## config.mk

```make
export PLATFORM = sky130hd
export DESIGN_NAME = ram_parity_guard
export DESIGN_NICKNAME = d
export VERILOG_FILES = /design/src/rtl/rpg_pkg.sv /design/src/rtl/rpg_xor_tree.sv /design/src/rtl/rpg_par_gen.sv /design/src/rtl/rpg_par_chk.sv /design/src/rtl/rpg_err_latch.sv /design/src/rtl/ram_parity_guard.sv
export SDC_FILE = /design/constraint.sdc
export NUM_CORES = 1
export LEC_CHECK = 0
export BUFFER_PORTS_ARGS = -buffer_cell sky130_fd_sc_hd__buf_2
export CELL_PAD_IN_SITES_DETAIL_PLACEMENT = 1
export CELL_PAD_IN_SITES_GLOBAL_PLACEMENT = 2
export CORE_AREA = 3 3 49 51
export DETAILED_ROUTE_END_ITERATION = 8
export DIE_AREA = 0 0 52 54
export PLACE_DENSITY = 0.64
export SKIP_CTS_REPAIR_TIMING = 1
export SYNTH_ARGS = -nofsm -noshare
export SYNTH_HDL_FRONTEND = slang
export SYNTH_SLANG_ARGS = --single-unit
```

## constraint.sdc

```tcl
create_clock -name clk -period 0.8 [get_ports clk]
set_input_delay 0.08 -clock clk [delete_from_list [all_inputs] [get_ports clk]]
set_output_delay 0.08 -clock clk [all_outputs]
set_load 0.005 [all_outputs]
```

## src/rtl/rpg_pkg.sv

```systemverilog
package rpg_pkg;
  // Turn a plain XOR reduction into the stored parity bit.
  function automatic logic par_from_xor(input logic xr, input bit odd_sense);
    return odd_sense ? ~xr : xr;
  endfunction

  // A read word (data plus stored bit) is bad when its XOR disagrees with the sense.
  function automatic logic word_bad(input logic xr, input bit odd_sense);
    return odd_sense ? ~xr : xr;
  endfunction

  // Levels in a balanced two-input tree over w leaves.
  function automatic int tree_levels(input int w);
    return (w <= 1) ? 1 : $clog2(w);
  endfunction
endpackage

```

## src/rtl/rpg_xor_tree.sv

```systemverilog
module rpg_xor_tree #(
  parameter int W = 8
) (
  input  logic [W-1:0] in_bits,
  output logic         red
);
  localparam int LVL = rpg_pkg::tree_levels(W);
  localparam int P   = 1 << LVL;

  genvar lv, g;
  for (lv = 0; lv <= LVL; lv++) begin : stage
    localparam int NW = P >> lv;
    logic [NW-1:0] v;
    if (lv == 0) begin : g_leaf
      for (g = 0; g < P; g++) begin : g_pad
        if (g < W) begin : g_in
          assign v[g] = in_bits[g];
        end else begin : g_zero
          assign v[g] = 1'b0;
        end
      end
    end else begin : g_node
      for (g = 0; g < NW; g++) begin : g_x
        assign v[g] = stage[lv-1].v[2*g] ^ stage[lv-1].v[2*g+1];
      end
    end
  end

  assign red = stage[LVL].v[0];
endmodule

```

## src/rtl/rpg_par_gen.sv

```systemverilog
module rpg_par_gen #(
  parameter int DATA_W  = 8,
  parameter bit ODD_PAR = 1'b1
) (
  input  logic [DATA_W-1:0] wdata,
  output logic              wpar
);
  logic gen_xor_w;

  rpg_xor_tree #(.W(DATA_W)) u_gen_tree (
    .in_bits (wdata),
    .red     (gen_xor_w)
  );

  assign wpar = rpg_pkg::par_from_xor(gen_xor_w, ODD_PAR);
endmodule

```

## src/rtl/rpg_par_chk.sv

```systemverilog
module rpg_par_chk #(
  parameter int DATA_W  = 8,
  parameter bit ODD_PAR = 1'b1
) (
  input  logic [DATA_W-1:0] rdata,
  input  logic              rpar,
  output logic              bad
);
  localparam int CW = DATA_W + 1;
  logic chk_xor_w;

  rpg_xor_tree #(.W(CW)) u_chk_tree (
    .in_bits ({rpar, rdata}),
    .red     (chk_xor_w)
  );

  assign bad = rpg_pkg::word_bad(chk_xor_w, ODD_PAR);
endmodule

```

## src/rtl/rpg_err_latch.sv

```systemverilog
module rpg_err_latch (
  input  logic clk,
  input  logic rst_n,
  input  logic samp,
  input  logic bad,
  input  logic inhib,
  input  logic dis,
  input  logic clr,
  output logic pend
);
  logic set_w;
  assign set_w = samp & bad & ~inhib & ~dis;

  always_ff @(posedge clk or negedge rst_n) begin
    if (!rst_n)      pend <= 1'b0;
    else if (set_w)  pend <= 1'b1;
    else if (clr)    pend <= 1'b0;
  end


  set_on_bad_chk: assert property (@(posedge clk) disable iff (!rst_n)
    samp && bad && !inhib && !dis |=> pend);

  hold_pend_chk: assert property (@(posedge clk) disable iff (!rst_n)
    pend && !clr |=> pend);

  clr_pend_chk: assert property (@(posedge clk) disable iff (!rst_n)
    pend && clr && !(samp && bad && !inhib && !dis) |=> !pend);

  inhib_blocks_chk: assert property (@(posedge clk) disable iff (!rst_n)
    !pend && inhib |=> !pend);

  no_set_good_chk: assert property (@(posedge clk) disable iff (!rst_n)
    !pend && !(samp && bad) |=> !pend);
endmodule

```

## src/rtl/ram_parity_guard.sv

```systemverilog
module ram_parity_guard #(
  parameter int DATA_W  = 8,
  parameter bit ODD_PAR = 1'b1
) (
  input  logic              clk,
  input  logic              rst_n,
  input  logic              cpu_sel,
  input  logic              cpu_rnw,
  input  logic              cpu_dvalid,
  input  logic [DATA_W-1:0] cpu_wdata,
  input  logic [DATA_W-1:0] ram_rdata,
  input  logic              ram_rpar,
  input  logic              wr_prot,
  input  logic              par_dis,
  input  logic              err_inhib,
  input  logic              err_clr,
  output logic              ram_we,
  output logic              ram_wpar,
  output logic              nmi_req
);
  // Named internal events for the checks.
  logic wr_cyc_w, rd_samp_w, rd_bad_w, pend_w;

  assign wr_cyc_w  = cpu_sel & ~cpu_rnw;
  assign rd_samp_w = cpu_sel & cpu_rnw & cpu_dvalid;

  rpg_par_gen #(.DATA_W(DATA_W), .ODD_PAR(ODD_PAR)) u_gen (
    .wdata (cpu_wdata),
    .wpar  (ram_wpar)
  );

  rpg_par_chk #(.DATA_W(DATA_W), .ODD_PAR(ODD_PAR)) u_chk (
    .rdata (ram_rdata),
    .rpar  (ram_rpar),
    .bad   (rd_bad_w)
  );

  rpg_err_latch u_err (
    .clk   (clk),
    .rst_n (rst_n),
    .samp  (rd_samp_w),
    .bad   (rd_bad_w),
    .inhib (err_inhib),
    .dis   (par_dis),
    .clr   (err_clr),
    .pend  (pend_w)
  );

  assign ram_we  = wr_cyc_w & ~wr_prot;
  assign nmi_req = pend_w & ~par_dis;


  gen_parity_chk: assert property (@(posedge clk) disable iff (!rst_n)
    (($countones({cpu_wdata, ram_wpar}) % 2) == (ODD_PAR ? 1 : 0)));

  wp_no_strobe_chk: assert property (@(posedge clk) disable iff (!rst_n)
    wr_prot |-> !ram_we);

  dis_quiet_chk: assert property (@(posedge clk) disable iff (!rst_n)
    par_dis |-> !nmi_req);

  dis_no_new_chk: assert property (@(posedge clk) disable iff (!rst_n)
    !pend_w && par_dis |=> !pend_w);
endmodule

```

==> out/metrics.cfg, run 1 <==
[synth]
syn-num-nets=47
syn-cell-area_um2=200
avgSynthCellArea_um2=9.53
postSynthCellCount=21
synth_area_leaders=xnor2_1, dfrtp_1, xnor3_1
synth_cell_type_count=10
yosysSeqAreaShare=0.125
synth_top_cell_by_area=xnor2_1
synth_top_area_frac=0.481
ys_seq_elements=1
synth_warnings=0

[setup_path]
path_delay_family=XOR/XNOR gates
cp.required_ns=0.67
cpMaxStageDelayCell=xnor3_1
path_buf_inv=1
cp-start-kind=primary input
worstRegToRegCells=2
critPathKind=in -> reg
path_cells=buf_6 -> xnor2_2 -> xnor3_1 -> xnor2_1 -> o22ai_1
cp_data_arrival_time_ns=0.97
crit_cells=5
end_kind=flip-flop
worstPathMaxFanout=1
crit_path_max_incr_delay_ns=0.42

[die]
initial_core_util=0.101
coreArea_um2=1980
die_w_um=52
io_pins=29
die_area_um2=2810
die_y_um=54
rows=16

[cells_and_area]
final_cell_area_um2=447
n_antenna_cell=0
multi_input_area_um2=209
syn2layout_area_growth_pct=123
regArea_um2=25.0
layout-drive-gt1-share=0.680
layout.cells.non_filler=77
fin_util=0.225
top_regs=u_err.pend (1)
largest_reg_flops=1
final_nets=78
fillers=243
largest_register=u_err.pend

[pwr]
p_leak_nw=0.226
power_density_nw_per_um2=771
peakVddDrop_v=0.000184
p_total_mw=0.344

[routing]
firstDrtPassIters=1
num_vias=242
finalWirelength_um=692
final_antenna_net_count=0
wire_per_inst_um=8.99
drc_errors=0
viasPerCell=3.14
dr.first_iter.drc_count=0

[timing]
fmax_mhz=907
finalHoldViolations=0
fin_skew_ns=0
drv_slew=0
period_share=1.38
max-slew-margin-rel=0.882
hold_slack_ns=0.294
setup_slack_ns=-0.302
grt_setup_unrepaired=yes
finalSetupTns_ns=-0.344
worst_pin_slew_ns=0.176
finalSetupViolCount=2
period_minus_slack_ns=1.10

[global_routing]
grt_max_degree=3
grt_overflow_total=0
use_met1=0.0472
gr-max-usage-layer=met2
grt_first_pass_wirelength_um=1010
gr-usage-met3=0.00831
antenna_found_initial=0
track_usage=0.0462
grt_pass1_vias=250
grt_use_met2=0.100

[clocking]
clk_pin_slew_ns=0
clk_latency_ns=0

[place]
gp_congestion=0.591
dpl_worst_slack_ns=-0.323
dp_cells=76
dpl_cell_area_um2=374
portBuffers=28

[min_path]
whs_path_depth=2
min_path_type=in -> reg

[status]
status=finished, violations left
violations=setup timing

[job]
max_cap_viol_count=0

## metal layers
layer  part of all wire  vias to the layer above
met1               0.28                      109
met5                  0                        -
met3              0.066                        0
li1                   -                      126
met2               0.65                        7
met4                  0                        0
## report_power, final
part           leakage [nW]  internal (mW)  total [mW]  switching [mW]
sequential           0.0139         0.0538      0.0544        0.000541
combinational         0.212          0.191       0.290          0.0995
clock                     0              0           0               0
total                 0.226          0.244       0.344           0.100
## cell usage after synthesis
cell type,count
dfrtp_1,1
inv_1,1
nand4_1,1
nor2_1,2
nor3b_1,1
o22ai_1,1
xnor2_1,11
xnor2_2,1
xnor3_1,1
xor2_1,1
## worst reg2reg max path: cells and delay by family (launching register included)
| kind | cells | cell delay (ns) |
|---|---|---|
| AO/OA/AOI/OAI | 1 | 0.08 |
| buffers and inverters | 1 | 0.08 |
| flip-flops | 1 | 0.34 |
## placed cells by master, fill, tap and decap left out
cell | netlist | layout
o22ai_1 | 1 | 1
xnor3_1 | 1 | 1
buf_2 | 0 | 24
xnor2_1 | 11 | 6
dfrtp_1 | 1 | 1
nor3b_1 | 1 | 1
inv_1 | 1 | 1
buf_6 | 0 | 4
nor2_1 | 2 | 2
nand4_1 | 1 | 1
dlygate4sd3_1 | 0 | 1
xor2_1 | 1 | 1
xnor2_2 | 1 | 6
## cell families after synthesis
logic type,Yosys count,share of synthesized area
DFF,1,0.125
and+or+nand+nor,4,0.106
xor gates and xnor gates,14,0.719
AOI/OAI and AO/OA,1,0.0313
buffers and inverters,1,0.0187
## final timing paths
check,to,startpoint,slack [ns]
hold / removal,u_err.pend,err_clr,0.29
setup / recovery,u_err.pend,ram_rdata[4],-0.30
max in group asynchronous,u_err.pend,rst_n,0.32
setup reg to reg,u_err.pend,u_err.pend,0.17
hold reg to reg,u_err.pend,u_err.pend,0.55
min in group asynchronous,u_err.pend,rst_n,0.39
## final cells by class
type	count	area share
multi-input combinational	19	0.468
timing repair buffer	29	0.392
inverter	1	0.00840
tap	27	0.0756
sequential	1	0.0560
(Power assumes the default switching activity.)
==> run 2: changes to the inputs <==
--- a/config.mk
+++ b/config.mk
@@ -8,9 +8,9 @@
 export BUFFER_PORTS_ARGS = -buffer_cell sky130_fd_sc_hd__buf_2
 export CELL_PAD_IN_SITES_DETAIL_PLACEMENT = 1
 export CELL_PAD_IN_SITES_GLOBAL_PLACEMENT = 2
-export CORE_AREA = 3 3 49 51
+export CORE_AREA = 3 3 58 44
 export DETAILED_ROUTE_END_ITERATION = 8
-export DIE_AREA = 0 0 52 54
+export DIE_AREA = 0 0 61 47
 export PLACE_DENSITY = 0.64
 export SKIP_CTS_REPAIR_TIMING = 1
 export SYNTH_ARGS = -nofsm -noshare
==> run 2 against run 1 <==
Effect of this change: final cell count is 3.9% lower; die area grew 2.1%; critical path type unchanged; sequential cell count unchanged; the flow still finishes with violations (setup timing).
==> out/metrics.cfg, run 2 (synthesized netlist as in run 1, its figures left out) <==
[die]
die_area_um2=2870  ; was 2810 um2
die_w_um=61  ; was 52 um
rows=14  ; was 16
io_pins=29  ; unchanged
coreArea_um2=2080  ; was 1980 um2
initial_core_util=0.0960  ; was 0.101
die_y_um=47  ; was 54 um

[setup_path]
r2r_setup_slack_ns=0.20  ; was 0.17 ns
crit_path_max_incr_delay_ns=0.41  ; was 0.42 ns
cp_data_arrival_time_ns=0.95  ; was 0.97 ns
r2r-start=u_err.pend  ; unchanged
path_cells=buf_6 -> xnor2_2 -> xnor3_1 -> xnor2_1 -> o22ai_1  ; unchanged
crit_end=u_err.pend  ; unchanged
crit_start=ram_rdata[4]  ; unchanged
cpMaxStageDelayCell=xnor3_1  ; unchanged
cp.required_ns=0.67  ; about the same
worstPathMaxFanout=1  ; unchanged
cp-start-kind=primary input  ; unchanged
critPathKind=in -> reg  ; unchanged
r2r_end=u_err.pend  ; unchanged
end_kind=flip-flop  ; unchanged
worstRegToRegCells=2  ; unchanged

[pwr]
p_leak_nw=0.243  ; was 0.226 nW
power_density_nw_per_um2=770  ; was 771 nW/um2
peakVddDrop_v=0.000211  ; was 0.000184 V

[global_routing]
grt_max_degree=3  ; unchanged
grt_overflow_total=0  ; unchanged
track_usage=0.0409  ; was 0.0462
antenna_found_initial=0  ; unchanged
grt_first_pass_wirelength_um=890  ; was 1010 um
grt_pass1_vias=227  ; was 250

[timing]
drv_slew=0  ; unchanged
hold_slack_ns=0.281  ; was 0.294 ns
fin_skew_ns=0  ; unchanged
finalSetupViolCount=2  ; unchanged
finalSetupTns_ns=-0.306  ; was -0.344 ns
grt_setup_unrepaired=yes  ; unchanged
period_minus_slack_ns=1.08  ; was 1.10 ns
period_share=1.35  ; was 1.38
max-slew-margin-rel=0.887  ; was 0.882
worst_pin_slew_ns=0.168  ; was 0.176 ns
setup_slack_ns=-0.281  ; was -0.302 ns
fmax_mhz=925  ; was 907 MHz
finalHoldViolations=0  ; unchanged

[place]
dp_cells=73  ; was 76
portBuffers=28  ; unchanged
gp_congestion=0.588  ; was 0.591

[job]
max_cap_viol_count=0  ; unchanged

[status]
status=finished, violations left  ; unchanged
violations=setup timing  ; unchanged

[clocking]
clk_pin_slew_ns=0  ; about the same
clk_latency_ns=0  ; about the same

[routing]
finalWirelength_um=715  ; was 692 um
viasPerCell=3.26  ; was 3.14
dr.first_iter.drc_count=0  ; unchanged
final_antenna_net_count=0  ; unchanged
num_vias=241  ; was 242
drc_errors=0  ; unchanged
firstDrtPassIters=1  ; unchanged
wire_per_inst_um=9.66  ; was 8.99 um

[min_path]
hold_start=err_clr  ; unchanged
min_path_type=in -> reg  ; unchanged

[cells_and_area]
final_common_cell=buf_2  ; unchanged
layout.cells.non_filler=74  ; was 77
n_antenna_cell=0  ; unchanged
regArea_um2=25.0  ; unchanged
largest_reg_flops=1  ; unchanged
largest_register=u_err.pend  ; unchanged
final_nets=78  ; unchanged
top_regs=u_err.pend (1)  ; unchanged
layout-drive-gt1-share=0.700  ; was 0.680
multi_input_area_um2=239  ; was 209 um2
syn2layout_area_growth_pct=149  ; was 123%
fin_util=0.239  ; was 0.225
final_cell_mix=buf_2, buf_6, xnor2_2, xnor2_1  ; was buf_2, xnor2_2, xnor2_1
fillers=252  ; was 243

## run 2: cell types whose count changed in the layout (fill, tap and decap cells not counted)
cell	previous run	this run
xnor2_1	6	5
xnor2_4	0	2
buf_6	4	8
buf_2	24	20
xnor2_2	6	5
## run 2: worst min path at each step
| stage | to | slack [ns] | cells after the start |
|---|---|---|---|
| finish | u_err.pend | 0.28 | 2 |
| global route | u_err.pend | 0.31 | 2 |
| CTS | u_err.pend | -0.14 | 1 |
| detailed placement | u_err.pend | -0.14 | 1 |
| global placement | u_err.pend | -0.14 | 1 |
| floorplan | u_err.pend | -0.22 | 0 |
## run 2: metrics by stage
step | worst slack, ns | instance area [um2] | total power, mW
CTS | -0.338 | 370 | 0.309
global placement | -0.310 | 370 | 0.305
finish | -0.281 | 498 | 0.384
detailed placement | -0.321 | 370 | 0.307
floorplan | -0.142 | 200 | 0.203
global route | -0.369 | 498 | 0.415
## run 2: critical path, delay by kind of cell
family	cells	cell delay [ns]
compound gates	1	0.08
buf+inv	1	0.10
xor+xnor	3	0.70
## run 2: layer usage
| metal | GRT usage | share of wire | vias to the layer above | wire length (um) |
|---|---|---|---|---|
| met5 | 0 | 0 | - | 0 |
| met1 | 0.0421 | 0.29 | 113 | 210 |
| met2 | 0.0959 | 0.70 | 2 | 498 |
| li1 | - | - | 126 | - |
| met4 | 0 | 0 | 0 | 0 |
| met3 | 0 | 0.0084 | 0 | 6 |
## run 2: report_power, final
| part | leakage (nW) | internal [mW] | switching, mW |
|---|---|---|---|
| Sequential | 0.0139 | 0.0538 | 0.000528 |
| Clock | 0 | 0 | 0 |
| Combinational | 0.229 | 0.221 | 0.109 |
| Total | 0.243 | 0.275 | 0.109 |
## run 2: layout make-up
class,count,area share
well taps,24,0.0603
repair buffers,29,0.402
inverters,1,0.00754
flip-flops and latches,1,0.0503
multi-input cells,19,0.480
==> run 3: changes to the inputs <==
==> constraint.sdc (replaced) <==
create_clock -name clk -period 0.8 [get_ports clk]
set_input_delay 0.24 -clock clk [delete_from_list [all_inputs] [get_ports clk]]
set_output_delay 0.24 -clock clk [all_outputs]
set_load 0.005 [all_outputs]
==> run 3 against run 2 <==
Effect of this change: the flow still finishes with violations (setup timing); global-route usage decreased by 0.45 points; die area did not move; sequential power is 0.7% higher; utilization up 2.8 points; combinational power is 19% higher; total power grew 16%; register-to-register slack worse by 0.08 ns; critical path type unchanged; largest power group unchanged.
==> out/metrics.cfg, run 3 (synthesized netlist as in run 1, its figures left out) <==
[cells_and_area]
final_cell_area_um2=556  ; was 498 um2
final_cell_mix=buf_2, buf_6, xnor2_2  ; was buf_2, buf_6, xnor2_2, xnor2_1
largest_reg_flops=1  ; unchanged
largest_register=u_err.pend  ; unchanged
final_common_cell=buf_2  ; unchanged
top_regs=u_err.pend (1)  ; unchanged
fin_util=0.267  ; was 0.239
syn2layout_area_growth_pct=178  ; was 149%
final_nets=79  ; was 78
layout.cells.non_filler=75  ; was 74
layout-drive-gt1-share=0.804  ; was 0.700
n_antenna_cell=0  ; unchanged

[die]
die_y_um=47  ; unchanged
die_area_um2=2870  ; unchanged
die_w_um=61  ; unchanged
initial_core_util=0.0960  ; unchanged
rows=14  ; unchanged
io_pins=29  ; unchanged
coreArea_um2=2080  ; unchanged

[global_routing]
grt_first_pass_wirelength_um=848  ; was 890 um
grt_overflow_total=0  ; unchanged
antenna_found_initial=0  ; unchanged
grt_max_degree=3  ; unchanged
grt_pass1_vias=248  ; was 227
track_usage=0.0363  ; was 0.0409

[routing]
maxUsedRoutingLayer=met3  ; unchanged
num_vias=259  ; was 241
finalWirelength_um=627  ; was 715 um
firstDrtPassIters=1  ; unchanged
wl_met3_um=67  ; was 6 um
drc_errors=0  ; unchanged
final_antenna_net_count=0  ; unchanged
dr.first_iter.drc_count=0  ; unchanged
wire_per_inst_um=8.36  ; was 9.66 um
wl_met1_um=181  ; was 210 um
met2_length_um=378  ; was 498 um
viasPerCell=3.45  ; was 3.26

[pwr]
p_leak_nw=0.267  ; was 0.243 nW
power_density_nw_per_um2=801  ; was 770 nW/um2
p_comb_frac=0.877  ; was 0.858
p_total_mw=0.445  ; was 0.384 mW
p_seq_frac=0.123  ; was 0.142
power_frac_clock=0  ; about the same
power_switching_mw=0.130  ; was 0.109 mW
p_int_mw=0.315  ; was 0.275 mW
power.share.switching=0.292  ; was 0.284
peakVddDrop_v=0.000228  ; was 0.000211 V

[min_path]
min_path_type=in -> async  ; was in -> reg

[setup_path]
crit_path_max_incr_delay_ns=0.44  ; was 0.41 ns
r2r-start=u_err.pend  ; unchanged
path_cells=buf_6 -> xnor2_2 -> xnor3_1 -> xnor2_2 -> o22ai_1  ; was buf_6 -> xnor2_2 -> xnor3_1 -> xnor2_1 -> o22ai_1
worstPathMaxFanout=1  ; unchanged
cp_common_cell=xnor2_2
cp_data_arrival_time_ns=1.12  ; was 0.95 ns
path_buf_inv=1  ; unchanged
cp.required_ns=0.67  ; about the same
crit_start=ram_rdata[4]  ; unchanged
path_delay_family=XOR/XNOR gates  ; unchanged
end_kind=flip-flop  ; unchanged
critPathKind=in -> reg  ; unchanged
cpMaxStageDelayCell=xnor3_1  ; unchanged
cp-start-kind=primary input  ; unchanged

[timing]
grt_setup_unrepaired=yes  ; unchanged
finalSetupTns_ns=-0.847  ; was -0.306 ns
finalSetupViolCount=3  ; was 2
max-slew-margin-rel=0.831  ; was 0.887
setup_slack_ns=-0.453  ; was -0.281 ns
period_minus_slack_ns=1.25  ; was 1.08 ns
finalHoldViolations=0  ; unchanged
fmax_mhz=798  ; was 925 MHz
hold_slack_ns=0.0172  ; was 0.281 ns
fin_skew_ns=0  ; unchanged
worst_pin_slew_ns=0.252  ; was 0.168 ns
drv_slew=0  ; unchanged
period_share=1.57  ; was 1.35

[place]
dpl_worst_slack_ns=-0.479  ; was -0.321 ns
dp_cells=75  ; was 73
gp_congestion=0.589  ; was 0.588
portBuffers=28  ; unchanged
dpl_cell_area_um2=438  ; was 370 um2

[status]
violations=setup timing  ; unchanged
status=finished, violations left  ; unchanged

[clocking]
clk_latency_ns=0  ; about the same
clk_pin_slew_ns=0  ; about the same

[job]
max_cap_viol_count=0  ; unchanged

## run 3: area by class of cell
cell class              count  area (um2)
inverters                   1        3.75
well taps                  24        30.0
flip-flops and latches      1        25.0
multi-input cells          19         282
fillers                   241        1530
repair buffers             30         215
## run 3: final timing paths
kind                                   end  slack (ns)  cells past startpoint
worst max-delay path            u_err.pend       -0.45                      5
worst min-delay path            u_err.pend        0.02                      1
worst max register to register  u_err.pend        0.12                      3
worst min register to register  u_err.pend        0.61                      3
max in group asynchronous       u_err.pend        0.70                      1
min in group clk                u_err.pend        0.45                      2
## run 3: worst reg2reg max path: stages (launching register included)
cell,delay [ns]
dfrtp_1,0.31
inv_2,0.04
buf_4,0.11
o22ai_1,0.13
## run 3: metal layers
metal / GRT usage / vias to the layer above
li1: - / 128
met1: 0.0390 / 115
met2: 0.0832 / 16
met3: 0 / 0
met4: 0 / 0
met5: 0 / -
## run 3: power by group through the flow
stage | logic (mW) | clock network [mW] | registers (mW)
2_1_floorplan | 0.174 | 0 | 0.0543
3_3_place_gp | 0.296 | 0 | 0.0544
3_5_place_dp | 0.300 | 0 | 0.0544
4_1_cts | 0.301 | 0 | 0.0544
5_1_grt | 0.414 | 0 | 0.0555
6_report | 0.390 | 0 | 0.0548
